**config.mk**
```make
export PLATFORM = sky130hd
export DESIGN_NAME = periodic_tick_timer
export DESIGN_NICKNAME = d
export VERILOG_FILES = /design/src/rtl/ptt_pkg.sv /design/src/rtl/ptt_ctrl_reg.sv /design/src/rtl/ptt_down_counter.sv /design/src/rtl/periodic_tick_timer.sv
export SDC_FILE = /design/constraint.sdc
export NUM_CORES = 1
export LEC_CHECK = 0
export ABC_AREA = 1
export CORE_MARGIN = 2
export CORE_UTILIZATION = 58
export DETAILED_ROUTE_END_ITERATION = 7
export PLACE_DENSITY = 0.89
export SETUP_SLACK_MARGIN = 0.2
export SKIP_LAST_GASP = 1
export SLEW_MARGIN = 15
export SYNTH_ARGS = -nofsm -noshare
export SYNTH_HDL_FRONTEND = slang
export SYNTH_HIERARCHICAL = 1
export SYNTH_SLANG_ARGS = --single-unit
```
**constraint.sdc**
```tcl
create_clock -name clk -period 4.2 [get_ports clk]
set_clock_uncertainty 0.2 [all_clocks]
set_input_delay 0.42 -clock clk [delete_from_list [all_inputs] [get_ports clk]]
set_output_delay 0.42 -clock clk [all_outputs]
set_load 0.01 [all_outputs]
```
**src/rtl/ptt_pkg.sv**
```systemverilog
// Shared constants and types for the periodic tick timer.
// Assumes a register data width of at least 8 bits.
package ptt_pkg;
    localparam int unsigned BIT_RUN  = 0;
    localparam int unsigned BIT_FSEL = 1;
    localparam int unsigned BIT_IEN  = 2;
    localparam int unsigned BIT_STAT = 7;

    typedef enum logic {
        SEL_CTRL   = 1'b0,
        SEL_RELOAD = 1'b1
    } reg_sel_e;

    typedef struct packed {
        logic stat;
        logic ien;
        logic fsel;
        logic run;
    } ctrl_t;
endpackage

```
**src/rtl/ptt_ctrl_reg.sv**
```systemverilog
// Control/status register of the timer. Holds the run, frequency-select
// and interrupt-enable bits plus the sticky status flag. A counter set of
// status takes priority over a write-one clear in the same cycle.
// Assumes: wr is a single-cycle strobe already decoded for this register.
module ptt_ctrl_reg
    import ptt_pkg::*;
(
    input  logic  clk,
    input  logic  rst_n,
    input  logic  wr,
    input  logic  w_run,
    input  logic  w_fsel,
    input  logic  w_ien,
    input  logic  w_stat_clr,
    input  logic  set_stat,
    output ctrl_t ctrl
);
    // Configuration bits: reset to zero, loaded on a control write.
    always_ff @(posedge clk) begin
        if (!rst_n) begin
            ctrl.run  <= 1'b0;
            ctrl.fsel <= 1'b0;
            ctrl.ien  <= 1'b0;
        end else if (wr) begin
            ctrl.run  <= w_run;
            ctrl.fsel <= w_fsel;
            ctrl.ien  <= w_ien;
        end
    end

    // Sticky status: a counter set wins, otherwise a write-one clears it.
    always_ff @(posedge clk) begin
        if (!rst_n) begin
            ctrl.stat <= 1'b0;
        end else if (set_stat) begin
            ctrl.stat <= 1'b1;
        end else if (wr && w_stat_clr) begin
            ctrl.stat <= 1'b0;
        end
    end
endmodule

```
**src/rtl/ptt_down_counter.sv**
```systemverilog
// Modulus down-counter. When enabled it steps once per tick and reloads
// on the tick after it reaches zero. It flags expiry on the step from 1 to
// 0, and on every enabled tick when the reload value is zero.
// Assumes: load_now is only raised while the counter is not running.
module ptt_down_counter #(
    parameter int unsigned W = 16
) (
    input  logic         clk,
    input  logic         rst_n,
    input  logic         tick,
    input  logic         run,
    input  logic         load_now,
    input  logic [W-1:0] load_val,
    input  logic [W-1:0] reload,
    output logic [W-1:0] cnt,
    output logic         expire
);
    localparam logic [W-1:0] ONE = W'(1);

    logic step;
    assign step = run && tick;

    // Expiry request toward the status flag.
    always_comb begin
        expire = step && ((cnt == ONE) || ((cnt == '0) && (reload == '0)));
    end

    // Count state: decrement, reload from zero, or direct load while stopped.
    always_ff @(posedge clk) begin
        if (!rst_n) begin
            cnt <= '0;
        end else if (step) begin
            if (cnt == '0) begin
                cnt <= reload;
            end else begin
                cnt <= cnt - ONE;
            end
        end else if (load_now) begin
            cnt <= load_val;
        end
    end
endmodule

```
**src/rtl/periodic_tick_timer.sv**
```systemverilog
// Top level of the periodic interrupt timer. Decodes writes to the two
// registers, holds the reload value, muxes read data and gates the
// interrupt. Assumes W >= 8 so the control fields fit the data bus.
module periodic_tick_timer
    import ptt_pkg::*;
#(
    parameter int unsigned W = 16
) (
    input  logic         clk,
    input  logic         rst_n,
    input  logic         tick,
    input  logic         wr_en,
    input  logic         reg_sel,
    input  logic [W-1:0] wdata,
    output logic [W-1:0] rdata,
    output logic         irq
);
    ctrl_t        ctrl_q;
    logic [W-1:0] reload_q;
    logic [W-1:0] cnt_q;
    logic         expire;
    logic         wr_ctrl;
    logic         wr_reload;
    logic         run_q;
    logic         stat_q;

    assign wr_ctrl   = wr_en && (reg_sel == SEL_CTRL);
    assign wr_reload = wr_en && (reg_sel == SEL_RELOAD);
    assign run_q     = ctrl_q.run;
    assign stat_q    = ctrl_q.stat;

    // Reload register: plain read/write storage.
    always_ff @(posedge clk) begin
        if (!rst_n) begin
            reload_q <= '0;
        end else if (wr_reload) begin
            reload_q <= wdata;
        end
    end

    ptt_ctrl_reg u_ctrl (
        .clk        (clk),
        .rst_n      (rst_n),
        .wr         (wr_ctrl),
        .w_run      (wdata[BIT_RUN]),
        .w_fsel     (wdata[BIT_FSEL]),
        .w_ien      (wdata[BIT_IEN]),
        .w_stat_clr (wdata[BIT_STAT]),
        .set_stat   (expire),
        .ctrl       (ctrl_q)
    );

    ptt_down_counter #(.W(W)) u_cnt (
        .clk      (clk),
        .rst_n    (rst_n),
        .tick     (tick),
        .run      (ctrl_q.run),
        .load_now (wr_reload && !ctrl_q.run),
        .load_val (wdata),
        .reload   (reload_q),
        .cnt      (cnt_q),
        .expire   (expire)
    );

    // Read mux: control fields at fixed positions, reserved bits zero.
    always_comb begin
        rdata = '0;
        if (reg_sel == SEL_RELOAD) begin
            rdata = reload_q;
        end else begin
            rdata[BIT_RUN]  = ctrl_q.run;
            rdata[BIT_FSEL] = ctrl_q.fsel;
            rdata[BIT_IEN]  = ctrl_q.ien;
            rdata[BIT_STAT] = ctrl_q.stat;
        end
    end

    // Interrupt gating.
    assign irq = ctrl_q.stat && ctrl_q.ien;
endmodule

```
==> impl_metrics.tcl, run 1 <==
set metrics [dict create \
    yosys.area.top_type "dfxtp_1" \
    crit_type "in2out" \
    setup_viol 0 \
    antenna_found_initial 0 \
    area_growth_pct 19.3 \
    synthTopCellsByArea "dfxtp_1 30%, nand2_1 15%, nor2_1 13%" \
    crit_top_cell "clkdlybuf4s50_1" \
    firstDrtPassIters 5 \
    ys_ff_latch 36 \
    rows 23 \
    gp_routability_congestion 0.893 \
    worstHoldPathCells 2 \
    hp-class "reg2reg" \
    post_cts_buffers 0 \
    drtAntennaViolNets 0 \
    start_util_pct 59.8 \
    gr-usage-met1_pct 37.8 \
    cts_buffer_depth 2 \
    wl_per_cell_um 12.4 \
    grt_max_degree 37 \
    synth_ff_type "dfxtp_1" \
    drc 0 \
    pre_cts_slack_ns 1.17 \
    die_x_um 68.0 \
    max_clock_freq_ghz 0.360 \
    synth_edf_count 0 \
    grtUsageMet3_pct 5.59 \
    crit_fanout 22 \
    tightest_slew_ns 1.11 \
    drt-initial-drc-count 202 \
    met2_usage_pct 44.7 \
    critical_path.startpoint_type "primary input" \
    worstPathArrival_ns 2.16 \
    yosysSeqAreaShare_pct 30.3 \
    cts_tree "done" \
    rsz0062_at_grt "false" \
    netlist_instances 397 \
    hold_buffers 0 \
    p_leak_nw 1.39 \
    avgSynthCellArea_um2 5.98 \
    num_vias 2532 \
    grt_pass1_vias 2252 \
    port_buffers 37 \
    ctsResizeCount 0 \
    yosysMostFrequentCell "nand2_1" \
    htreeDepth 2 \
    die_y_um 68.0 \
    finalCritPeriodShare_pct 66.2 \
    end_kind "output pin" \
    path_cells "clkdlybuf4s50_1, nor2_1, a21oi_1, clkdlybuf4s50_1" \
    clock_sinks 36 \
    min_period_ns 2.78 \
    fin_ws_ns 1.42 \
    via_per_inst 5.29 \
    cp_data_required_time_ns 3.58 \
    max-vdd-ir-drop_mv 0.250 \
    async_flop_share_pct 0 \
    syn_area_mm2 0.00237 \
    num_io_pins 38 \
    finalHoldViolCount 0 \
    cts_root_buf "clkbuf_8" \
    core_mm2 0.00397 \
    slowest_stage "clkdlybuf4s50_1" \
    wl_um 5940 \
    grt_overflow 0 \
    layout-drive-gt1-share_pct 6.29 \
    clk_latency_ns 0.29 \
    syn_nets 421 \
    outcome "finished clean" \
    dp_hpwl_um 4430 \
    path_clk_slew_ns 0.07 \
    numCtsBuffers 5 \
    ys_warn_count 6 \
    power_density_mw_per_mm2 333 \
    dieArea_mm2 0.00462 \
    yosys.area.top_type_share_pct 30.3 \
    cp_slowest_stage_delay_ns 0.93 \
    nNetsFinal 452 \
    top_usage_layer "met2" \
    maxCapViolCount 0 \
    synthDistinctLibCells 28 \
    diodes 0 \
    fillerInstances 354 \
    tns_ns 0 \
    netlist_top_cells_count "97 x nand2_1, 82 x nor2_1, 53 x inv_1" \
    r2r_cells 6 \
    grt_pass1_wl_um 9840 \
    relSlewSlack_pct 25.8 \
    grt_usage_pct 28.0 \
    drv_slew 0 \
]
## stage by stage
step	util, %	cell area, um^2	hold slack [ns]	total power (W)	std cells
final	71.3	2830	0.310	0.000945	479
after global routing	71.3	2830	0.326	0.00101	479
after CTS	71.3	2830	0.302	0.000948	479
after detailed placement	69.0	2740	0.289	0.000689	471
after global placement	69.0	2740	0.280	0.000681	471
after floorplan	-	2370	0.247	0.000606	397
## worst max-delay path: cells and delay by family
family	cells	cell delay, ns
AOI/OAI and AO/OA	1	0.15
buffers and inverters	2	1.49
and+or+nand+nor	1	0.10
## sequential cells by signal, summed over array words and instances (netlist names)
register and flops:
u_ctrl/ctrl 4, u_cnt/cnt 16, reload_q 16
## worst paths after layout
| kind | start | to | slack, ns |
|---|---|---|---|
| max | reg_sel | rdata[7] | 1.42 |
| min | u_ctrl/ctrl[3] | u_ctrl/ctrl[3] | 0.31 |
| max reg2reg | u_cnt/cnt[0] | u_cnt/cnt[1] | 2.25 |
| min reg2reg | u_ctrl/ctrl[3] | u_ctrl/ctrl[3] | 0.31 |
## cells by family (layout without fill, tap and decap cells)
family          Yosys count  after routing  share of synthesized area (%)
xor+xnor                  3              3                           1.11
compound gates           63             63                           13.9
buf+inv                  69            101                           12.1
simple gates            223            223                           41.0
fa+ha+maj                 3              3                           1.58
flops                    36             36                           30.3
## cells in the final DEF (no fill, tap or decap), types with 3 or more instances in the layout
| cell type | instances |
|---|---|
| nor2_2 | 3 |
| ha_1 | 3 |
| nand3_1 | 20 |
| inv_1 | 53 |
| nand2_1 | 97 |
| nor2_4 | 3 |
| nand4_1 | 3 |
| clkbuf_8 | 6 |
| clkdlybuf4s50_1 | 37 |
| dfxtp_1 | 36 |
| nor2_1 | 82 |
| a21oi_1 | 20 |
| o21ai_0 | 39 |
| a21oi_2 | 4 |
| nand3b_1 | 6 |
## where the power goes
group          internal [W]  switching [W]
logic              0.000114       0.000176
clock network      0.000133       0.000123
registers          0.000368      0.0000302
total              0.000615       0.000330
## per-layer routing
layer  vias to the layer above  wire, um
met4                         0       111
met2                        78      2620
li1                       1296         -
met3                        13       307
met1                      1145      2910
met5                         -         0
## cell type report
type | instances | area, um^2 | share of cell area [%]
flip-flops and latches | 36 | 721 | 25.4
inverters | 54 | 203 | 7.16
repair buffers | 39 | 385 | 13.6
well taps | 50 | 62.6 | 2.21
multi-input cells | 292 | 1370 | 48.3
clock buffers | 7 | 86.3 | 3.05
clock inverters | 1 | 7.51 | 0.265
Power figures use the tool's default switching activity.
==> run 2: changes to the inputs <==
CORE_UTILIZATION = 49   (was 58)
PLACE_DENSITY = 0.81   (was 0.89)
clock period = 2.5 ns   (was 4.2 ns; I/O delays follow)
==> impl_metrics.tcl, run 2 (same netlist as run 1, synthesis figures left out) <==
set metrics [dict create \
    outcome "finished clean" \
    crit_type "in2out" \
    rr_startpoint "u_cnt/cnt[0]" \
    p_comb_share_pct 30.5 \
    path_buf_inv 3 \
    path_cells "clkdlybuf4s50_1, buf_4, nor2_1, a21oi_1, clkdlybuf4s50_1" \
    start_util_pct 50.6 \
    grt_overflow 0 \
    htreeDepth 2 \
    area_growth_pct 20.4 \
    internal_power_w 0.00104 \
    cp_num_cells 5 \
    port_buffers 37 \
    antenna_found_initial 0 \
    place_area_mm2 0.00277 \
    wl_um 5980 \
    grt_pass1_wl_um 9800 \
    crit_fanout 22 \
    r2r-end "u_cnt/cnt[1]" \
    fillerInstances 441 \
    diodes 0 \
    die_y_um 73.6 \
    clk_latency_ns 0.29 \
    rsz0062_at_grt "false" \
    min_period_ns 2.14 \
    largestRegisters "reload_q: 16 flops, u_cnt/cnt: 16 flops, u_ctrl/ctrl: 4 flops" \
    dieArea_mm2 0.00542 \
    setup_viol 0 \
    gp_routability_congestion 0.885 \
    tns_ns 0 \
    grt_usage_pct 23.3 \
    via_per_inst 5.16 \
    rows 25 \
    firstDrtPassIters 5 \
    seq_area_um2 721 \
    sequentialPowerShare_pct 42.2 \
    dp_hpwl_um 4380 \
    power_density_mw_per_mm2 555 \
    drtAntennaViolNets 0 \
    p_sw_share_pct 34.8 \
    drc 0 \
    numCtsBuffers 5 \
    cts_buffer_depth 2 \
    num_vias 2509 \
    clock_sinks 36 \
    path_clk_slew_ns 0.07 \
    r2r_slack_ns 0.55 \
    crit_end "rdata[2]" \
    max_clock_freq_ghz 0.468 \
    max-vdd-ir-drop_mv 0.372 \
    startpoint "reg_sel" \
    num_io_pins 38 \
    layout_common_cells "97 x nand2_1, 82 x nor2_1, 53 x inv_1" \
    maxCapViolCount 0 \
    timing.hold.ws_ns 0.298 \
    crit_top_cell "clkdlybuf4s50_1" \
    nNetsFinal 455 \
    worstPathArrival_ns 1.69 \
    core_mm2 0.00469 \
    drv_slew 0 \
    fin_util_pct 61.0 \
    slowest_stage "clkdlybuf4s50_1" \
    final_common_cell "nand2_1" \
    cts_tree "done" \
    relSlewSlack_pct 68.1 \
    wl_per_cell_um 12.3 \
    hp-class "reg2reg" \
    cp_data_required_time_ns 2.05 \
    grt_max_degree 37 \
    critical_path.startpoint_type "primary input" \
    end_kind "output pin" \
    r2r_cells 6 \
    ctsResizeCount 0 \
    hold_buffers 0 \
    layout-drive-gt1-share_pct 6.94 \
    drt-initial-drc-count 193 \
    finalCritPeriodShare_pct 85.5 \
    tightest_slew_ns 0.477 \
    pwr-share-clk_pct 27.3 \
    grt_pass1_vias 2158 \
    cp_slowest_stage_delay_ns 0.55 \
    switching_power_w 0.000552 \
    multi_input_area_mm2 0.00137 \
    post_cts_buffers 0 \
    cts_root_buf "clkbuf_8" \
    die_x_um 73.6 \
    crit_family "buffers and inverters" \
    fin_area_mm2 0.00286 \
    finalHoldViolCount 0 \
    p_leak_nw 1.41 \
]
-- run 2: stage by stage --
stage / setup slack, ns / power (W) / cells
floorplan: 0.920 / 0.00102 / 397
CTS: 0.340 / 0.00159 / 486
detailed placement: 0.353 / 0.00116 / 478
finish: 0.362 / 0.00159 / 486
global placement: 0.390 / 0.00115 / 478
global route: 0.253 / 0.00169 / 486
-- run 2: worst register-to-register path, cell delays in order, from the launching register on --
cell and delay, ns:
dfxtp_1 0.38, inv_1 0.18, ha_1 0.29, nand3_4 0.29
or2_2 0.38, nand2_1 0.08, a21oi_2 0.05
-- run 2: area by class of cell --
| cell class | count | area share, % |
|---|---|---|
| Multi-Input combinational cell | 292 | 47.8 |
| Sequential cell | 36 | 25.2 |
| Timing Repair Buffer | 42 | 14.3 |
| Inverter | 54 | 7.09 |
| Clock buffer | 7 | 3.02 |
| Tap cell | 54 | 2.36 |
| Clock inverter | 1 | 0.262 |
-- run 2: how the worst min path moves through the flow --
| stage | cells after the start | from | to |
|---|---|---|---|
| floorplan | 2 | rst_n | u_ctrl/ctrl[3] |
| CTS | 2 | u_ctrl/ctrl[3] | u_ctrl/ctrl[3] |
| global route | 2 | u_ctrl/ctrl[3] | u_ctrl/ctrl[3] |
| detailed placement | 2 | u_ctrl/ctrl[3] | u_ctrl/ctrl[3] |
| global placement | 2 | u_ctrl/ctrl[3] | u_ctrl/ctrl[3] |
| finish | 2 | u_ctrl/ctrl[3] | u_ctrl/ctrl[3] |
-- run 2: power groups by stage --
stage / clock, W / combinational, W / sequential (W)
after floorplan: 0 / 0.000351 / 0.000666
after global placement: 0 / 0.000466 / 0.000681
after detailed placement: 0 / 0.000476 / 0.000682
after CTS: 0.000440 / 0.000480 / 0.000669
after global routing: 0.000466 / 0.000547 / 0.000677
final: 0.000434 / 0.000484 / 0.000670
-- run 2: per-layer routing --
| metal | up-vias | track usage [%] | share of wire, % |
|---|---|---|---|
| met2 | 64 | 36.8 | 47 |
| met4 | 0 | 7.07 | 0.92 |
| li1 | 1296 | - | - |
| met1 | 1144 | 32.0 | 47 |
| met3 | 5 | 4.39 | 5.5 |
| met5 | - | 0 | 0 |
